File: config.mk
export PLATFORM = sky130hd
export DESIGN_NAME = fsync_sel_monitor
export DESIGN_NICKNAME = d
export VERILOG_FILES = /design/src/rtl/fsync_mon_pkg.sv /design/src/rtl/fsync_tap_sampler.sv /design/src/rtl/fsync_source_sel.sv /design/src/rtl/fsync_align_monitor.sv /design/src/rtl/fsync_alarm_report.sv /design/src/rtl/fsync_sel_monitor.sv
export SDC_FILE = /design/constraint.sdc
export NUM_CORES = 1
export LEC_CHECK = 0
export ABC_AREA = 0
export CAP_MARGIN = 10
export CORE_ASPECT_RATIO = 2
export CORE_MARGIN = 2
export CORE_UTILIZATION = 45
export DETAILED_ROUTE_END_ITERATION = 16
export GPL_TIMING_DRIVEN = 0
export PLACE_DENSITY = 0.68
export SYNTH_ARGS = -nofsm -noshare
export SYNTH_HDL_FRONTEND = slang
export SYNTH_SLANG_ARGS = --single-unit
File: constraint.sdc
create_clock -name clk -period 3.1 [get_ports clk]
set_input_delay 0.775 -clock clk [delete_from_list [all_inputs] [get_ports clk]]
set_output_delay 0.775 -clock clk [all_outputs]
set_load 0.05 [all_outputs]
File: src/rtl/fsync_mon_pkg.sv
`timescale 1ns/1ps
package fsync_mon_pkg;

  localparam int unsigned NUM_LINES = 3;
  localparam int unsigned IDX_W     = 2;
  localparam int unsigned PH_W      = 2;
  localparam int unsigned TAP_W     = 3;

  typedef enum logic [PH_W-1:0] {
    PH_ON_TARGET  = 2'b00,
    PH_HALF_EARLY = 2'b01,
    PH_HALF_LATE  = 2'b10,
    PH_ONE_LATE   = 2'b11
  } phase_e;

  // Tap in the sampling pipeline per phase code; nominal delay is tap 2.
  function automatic logic [TAP_W-1:0] phase_tap(input logic [PH_W-1:0] code);
    case (phase_e'(code))
      PH_ON_TARGET:  return 3'd2;
      PH_HALF_EARLY: return 3'd3;
      PH_HALF_LATE:  return 3'd1;
      default:       return 3'd0;
    endcase
  endfunction

endpackage

File: src/rtl/fsync_tap_sampler.sv
`timescale 1ns/1ps
module fsync_tap_sampler
  import fsync_mon_pkg::*;
#(
  parameter int unsigned DEPTH = 5
) (
  input  logic            clk,
  input  logic            rst,
  input  logic            line_in,
  input  logic [PH_W-1:0] phase,
  output logic            fall_q
);

  logic [DEPTH-1:0] shift_q;
  logic [TAP_W-1:0] tap;
  logic             fall_c;

  // Idle-high history so reset cannot fake a falling edge.
  always_ff @(posedge clk) begin
    if (rst) begin
      shift_q <= '1;
    end else begin
      shift_q <= {shift_q[DEPTH-2:0], line_in};
    end
  end

  always_comb begin
    tap    = phase_tap(phase);
    fall_c = shift_q[tap + TAP_W'(1)] & ~shift_q[tap];
  end

  always_ff @(posedge clk) begin
    if (rst) begin
      fall_q <= 1'b0;
    end else begin
      fall_q <= fall_c;
    end
  end

endmodule

File: src/rtl/fsync_source_sel.sv
`timescale 1ns/1ps
module fsync_source_sel
  import fsync_mon_pkg::*;
(
  input  logic [IDX_W-1:0] ref_sel,
  input  logic             bypass,
  input  logic             auto_en,
  input  logic             man_en,
  output logic             sel_valid,
  output logic [IDX_W-1:0] sel_idx,
  output logic             sync_allow
);

  always_comb begin
    sel_valid  = (ref_sel != '0);
    sel_idx    = bypass ? (ref_sel - IDX_W'(1)) : '0;
    sync_allow = bypass ? (auto_en | man_en) : man_en;
  end

endmodule

File: src/rtl/fsync_align_monitor.sv
`timescale 1ns/1ps
module fsync_align_monitor
  import fsync_mon_pkg::*;
#(
  parameter int unsigned FRAME_UI = 16,
  parameter int unsigned LIMIT_W  = 3
) (
  input  logic                 clk,
  input  logic                 rst,
  input  logic [NUM_LINES-1:0] fall_vec,
  input  logic                 sel_valid,
  input  logic [IDX_W-1:0]     sel_idx,
  input  logic                 sync_allow,
  input  logic [LIMIT_W-1:0]   limit,
  output logic                 evt_q,
  output logic                 alarm_q,
  output logic                 alarm_rise
);

  localparam int unsigned NOM     = 2 * FRAME_UI;
  localparam int unsigned LIM_MAX = (1 << LIMIT_W) - 1;
  localparam int unsigned CNT_MAX = NOM + 2 * LIM_MAX + 2;
  localparam int unsigned CNT_W   = $clog2(CNT_MAX + 1);
  localparam logic [CNT_W-1:0] NOM_C = CNT_W'(NOM);
  localparam logic [CNT_W-1:0] MAX_C = CNT_W'(CNT_MAX);

  logic [CNT_W-1:0] cnt_q, cnt_d, dev, thresh, lim_ext;
  logic             armed_q, armed_d, alarm_d, evt_d;
  logic             sel_vq;
  logic [IDX_W-1:0] sel_q;
  logic             hit, reselect, in_limit;

  always_comb begin
    hit      = (sel_valid && (int'(sel_idx) < NUM_LINES)) ? fall_vec[sel_idx] : 1'b0;
    reselect = !sel_valid || !sel_vq || (sel_idx != sel_q);
    lim_ext  = CNT_W'(limit);
    dev      = (cnt_q >= NOM_C) ? (cnt_q - NOM_C) : (NOM_C - cnt_q);
    thresh   = NOM_C + (lim_ext << 1) + CNT_W'(2);
    in_limit = ((dev >> 1) <= lim_ext);

    cnt_d   = cnt_q;
    armed_d = armed_q;
    alarm_d = alarm_q;
    evt_d   = 1'b0;

    if (reselect) begin
      cnt_d   = '0;
      armed_d = 1'b0;
      alarm_d = 1'b0;
    end else if (hit) begin
      if (armed_q) begin
        alarm_d = !in_limit;
        evt_d   = in_limit && sync_allow;
      end
      armed_d = 1'b1;
      cnt_d   = CNT_W'(1);
    end else if (armed_q) begin
      if (cnt_q >= thresh) begin
        alarm_d = 1'b1;
      end
      if (cnt_q < MAX_C) begin
        cnt_d = cnt_q + CNT_W'(1);
      end
    end

    alarm_rise = alarm_d & ~alarm_q;
  end

  always_ff @(posedge clk) begin
    if (rst) begin
      cnt_q   <= '0;
      armed_q <= 1'b0;
      alarm_q <= 1'b0;
      evt_q   <= 1'b0;
      sel_vq  <= 1'b0;
      sel_q   <= '0;
    end else begin
      cnt_q   <= cnt_d;
      armed_q <= armed_d;
      alarm_q <= alarm_d;
      evt_q   <= evt_d;
      sel_vq  <= sel_valid;
      sel_q   <= sel_idx;
    end
  end

endmodule

File: src/rtl/fsync_alarm_report.sv
`timescale 1ns/1ps
module fsync_alarm_report (
  input  logic clk,
  input  logic rst,
  input  logic alarm_rise,
  input  logic clr,
  input  logic irq_en,
  output logic flag_q,
  output logic irq_q
);

  logic flag_d;

  always_comb begin
    if (alarm_rise) begin
      flag_d = 1'b1;
    end else if (clr) begin
      flag_d = 1'b0;
    end else begin
      flag_d = flag_q;
    end
  end

  always_ff @(posedge clk) begin
    if (rst) begin
      flag_q <= 1'b0;
      irq_q  <= 1'b0;
    end else begin
      flag_q <= flag_d;
      irq_q  <= flag_d & irq_en;
    end
  end

endmodule

File: src/rtl/fsync_sel_monitor.sv
`timescale 1ns/1ps
module fsync_sel_monitor
  import fsync_mon_pkg::*;
#(
  parameter int unsigned FRAME_UI = 16,
  parameter int unsigned LIMIT_W  = 3,
  parameter int unsigned HIST     = 5
) (
  input  logic                      clk,
  input  logic                      rst,
  input  logic [NUM_LINES-1:0]      sync_in,
  input  logic [IDX_W-1:0]          ref_sel,
  input  logic                      bypass,
  input  logic                      auto_en,
  input  logic                      man_en,
  input  logic [LIMIT_W-1:0]        limit,
  input  logic [NUM_LINES*PH_W-1:0] phase_cfg,
  input  logic                      irq_en,
  input  logic                      alarm_clr,
  output logic                      sync_evt,
  output logic                      alarm_live,
  output logic                      alarm_flag,
  output logic                      irq
);

  logic [NUM_LINES-1:0] fall_vec;
  logic                 sel_valid, sync_allow, alarm_rise;
  logic [IDX_W-1:0]     sel_idx;

  for (genvar g = 0; g < NUM_LINES; g++) begin : g_line
    fsync_tap_sampler #(.DEPTH(HIST)) u_smp (
      .clk    (clk),
      .rst    (rst),
      .line_in(sync_in[g]),
      .phase  (phase_cfg[g*PH_W +: PH_W]),
      .fall_q (fall_vec[g])
    );
  end

  fsync_source_sel u_sel (
    .ref_sel   (ref_sel),
    .bypass    (bypass),
    .auto_en   (auto_en),
    .man_en    (man_en),
    .sel_valid (sel_valid),
    .sel_idx   (sel_idx),
    .sync_allow(sync_allow)
  );

  fsync_align_monitor #(.FRAME_UI(FRAME_UI), .LIMIT_W(LIMIT_W)) u_mon (
    .clk       (clk),
    .rst       (rst),
    .fall_vec  (fall_vec),
    .sel_valid (sel_valid),
    .sel_idx   (sel_idx),
    .sync_allow(sync_allow),
    .limit     (limit),
    .evt_q     (sync_evt),
    .alarm_q   (alarm_live),
    .alarm_rise(alarm_rise)
  );

  fsync_alarm_report u_rpt (
    .clk       (clk),
    .rst       (rst),
    .alarm_rise(alarm_rise),
    .clr       (alarm_clr),
    .irq_en    (irq_en),
    .flag_q    (alarm_flag),
    .irq_q     (irq)
  );

endmodule

==> results of run 1 <==
report_power, final:
| group | internal [mW] | switching, mW | total [mW] |
|---|---|---|---|
| Sequential | 0.422 | 0.00617 | 0.428 |
| Clock | 0.238 | 0.161 | 0.399 |
| Combinational | 0.0636 | 0.0521 | 0.116 |
| Total | 0.723 | 0.219 | 0.942 |
metrics by stage:
step                      hold WS (ps)  std cells  power [mW]
after CTS                          445        270       0.952
after floorplan                    410        187       0.506
after global placement             419        262       0.548
final                              439        270       0.942
after detailed placement           427        262       0.554
after global routing               468        270       0.978
sequential cells by signal (all words and copies together), names as in the netlist:
register and count:
g_line.u_smp.shift_q 15, u_mon.alarm_q 1, u_mon.evt_q 1, u_rpt.flag_q 1, g_line.u_smp.fall_q 3, u_mon.sel_vq 1
u_mon.sel_q 2, u_mon.cnt_q 6, u_mon.armed_q 1, u_rpt.irq_q 1
metal layers:
layer / wire (um) / global-route usage / vias up
met5: 0 / 0 / -
met4: 102 / 0.0905 / 0
met3: 76 / 0.0339 / 8
met2: 2170 / 0.370 / 18
met1: 1240 / 0.147 / 667
li1: - / - / 696
logic make-up (layout without fill, tap and decap cells):
kind of cell               Yosys count  in the layout
and+or+nand+nor                     77             77
DFF                                 32             32
AOI/OAI and AO/OA                   26             26
buffers and inverters               22             54
adders and majority gates           20             20
xor gates and xnor gates             9              9
muxes                                1              1
path summary, 6_finish.rpt:
path,endpoint,startpoint,slack (ps),cells after the start
worst max-delay path,u_rpt.flag_q$_SDFF_PP0_,limit[0],510,9
worst min-delay path,g_line[1].u_smp.shift_q[1]$_SDFF_PP1_,g_line[1].u_smp.shift_q[0]$_SDFF_PP1_,440,1
worst max register to register,u_mon.evt_q$_SDFF_PP0_,u_mon.cnt_q[0]$_SDFFE_PP0P_,940,10
worst min register to register,g_line[1].u_smp.shift_q[1]$_SDFF_PP1_,g_line[1].u_smp.shift_q[0]$_SDFF_PP1_,440,1
Yosys cell counts (4+ instances only):
master	number	area share
nand2_1	6	0.013
or2_2	4	0.014
inv_1	18	0.038
ha_1	20	0.14
nand3_1	4	0.011
nor3b_1	4	0.017
xor2_1	4	0.020
or2_1	12	0.042
o31a_1	4	0.020
nand2b_1	7	0.025
a21oi_1	5	0.014
nor2_1	21	0.044
dfxtp_1	32	0.36
area by class of cell:
cell class                      count  area (um^2)  share of cell area
Inverter                           18         67.6              0.0308
Clock buffer                        5         68.8              0.0314
Timing Repair Buffer               24          240               0.110
Buffer                              4         23.8              0.0108
Multi-Input combinational cell    133         1040               0.477
Sequential cell                    32          641               0.292
Tap cell                           51         63.8              0.0291
Clock inverter                      3         42.5              0.0194
worst max-delay path, cell delays in order:
cell and delay [ps]:
clkdlybuf4s50_1 490, ha_1 250, xnor2_1 130, ha_1 290, a21oi_1 130, nor2b_1 60
o31a_1 250, o21ai_1 260, o31ai_1 130
==> impl_metrics.py, run 1 <==
metrics = {
    "synthesis": {
        "synth-simple-area-share": 0.261,
        "synth-xor-area-share": 0.0528,
        "syn_inst": 187,
        "synth_compound_area_frac": 0.128,
        "netlist_area_um2": 1780,
        "synth_top_family_by_area": "simple AND/OR/NAND/NOR gates",
        "synth_edf_count": 0,
        "synth_mux_area_frac": 0.00563,
        "ys_warn_count": 0,
        "seq_area_frac_synth": 0.361,
        "async_flop_share": 0,
        "synth_seq_cells": 32,
        "synthAdderAreaFrac": 0.141,
        "synth-main-ff-cell": "dfxtp_1",
        "synth_area_per_cell_um2": 9.50,
        "synth.distinct_cells": 44,
        "syn_nets": 228,
    },
    "timing": {
        "fmax_mhz": 385,
        "rsz0062_at_grt": "no",
        "final_max_slew_viol_count": 0,
        "clock_skew_ps": 4.48,
        "finalCritPeriodShare": 0.837,
        "hold_viol": 0,
        "period_minus_slack_ps": 2590,
        "finalSetupTns_ps": 0,
        "layout_setup_ws_ps": 506,
        "setup_viol": 0,
        "slew_headroom": 0.644,
        "worst_slew_pin_slew_ps": 533,
    },
    "pwr": {
        "powerDensity_nw_per_um2": 430,
        "leakagePower_nw": 0.893,
        "vdd_ir_drop_max_mv": 0.361,
    },
    "placement": {
        "place_ws_ps": 198,
        "io_buffers": 24,
        "place_hpwl_um": 2840,
        "place_area_um2": 2080,
        "gp_congestion": 0.739,
    },
    "floorplan": {
        "ios": 25,
        "fp-row-count": 32,
        "die-width_um": 48.4,
        "start_util": 0.467,
        "die_y_um": 92.9,
        "core-area_um2": 3800,
        "die_area_um2": 4500,
    },
    "clocking": {
        "clk_pin_slew_ps": 70,
        "numCtsBuffers": 5,
        "cts_max_level": 2,
        "post_cts_buffers": 0,
        "cts.sinks": 32,
        "post_cts_resized": 0,
        "cts_root_buf": "clkbuf_8",
        "clock_latency_ps": 290,
        "cts_tree": "yes",
        "cts.path.max_buffers": 2,
        "cts_hold_buf": 0,
    },
    "drt": {
        "drt-total-wl_um": 3580,
        "dr.first_iter.drc_count": 25,
        "wire_per_inst_um": 13.3,
        "vias": 1389,
        "drc_errors": 0,
        "ant_nets": 0,
        "drt_first_pass_iters": 4,
        "avgViaCountPerCell": 5.14,
    },
    "critical_path": {
        "end_kind": "register",
        "start_kind": "input pin",
        "cp_max_fo": 4,
        "cp_data_arrival_time_ps": 2760,
        "cp.required_ps": 3260,
        "crit_type": "input pin to register",
    },
    "grt": {
        "grt_pass1_vias": 1497,
        "grt-ovfl-total": 0,
        "antenna_found_initial": 0,
        "grt.total_usage": 0.176,
        "grt_max_degree": 12,
        "grt_first_pass_wirelength_um": 6180,
    },
    "layout": {
        "drive_above_1_share": 0.119,
        "diodes": 0,
        "finish.utilization": 0.576,
        "final_cell_mix": "32 x dfxtp_1, 24 x clkdlybuf4s50_1, 21 x nor2_1",
        "final_area_um2": 2190,
        "nets": 259,
        "final_common_cell": "dfxtp_1",
        "nFillCells": 361,
        "syn_to_final_growth_pct": 23.4,
    },
    "worst_hold_path": {
        "hp-class": "register to register",
    },
    "outcome": {
        "status": "finished clean",
    },
    "flow_run": {
        "maxCapViolCount": 0,
    },
}
(Power assumes the default switching activity.)
==> inputs of run 2 (changes only) <==
==> constraint.sdc (replaced) <==
create_clock -name clk -period 2.7 [get_ports clk]
set_input_delay 0.675 -clock clk [delete_from_list [all_inputs] [get_ports clk]]
set_output_delay 0.675 -clock clk [all_outputs]
set_load 0.05 [all_outputs]
==> results of run 2 <==
Same layout as run 1 (identical final DEF). Status: finished clean.
Main changes from that run: setup slack after placement 198 ps -> -102 ps; setup slack after layout 506 ps -> 206 ps; register-to-register setup slack 940 ps -> 540 ps; total power 0.942 mW -> 1.08 mW; worst IR drop on VDD 0.361 mV -> 0.415 mV
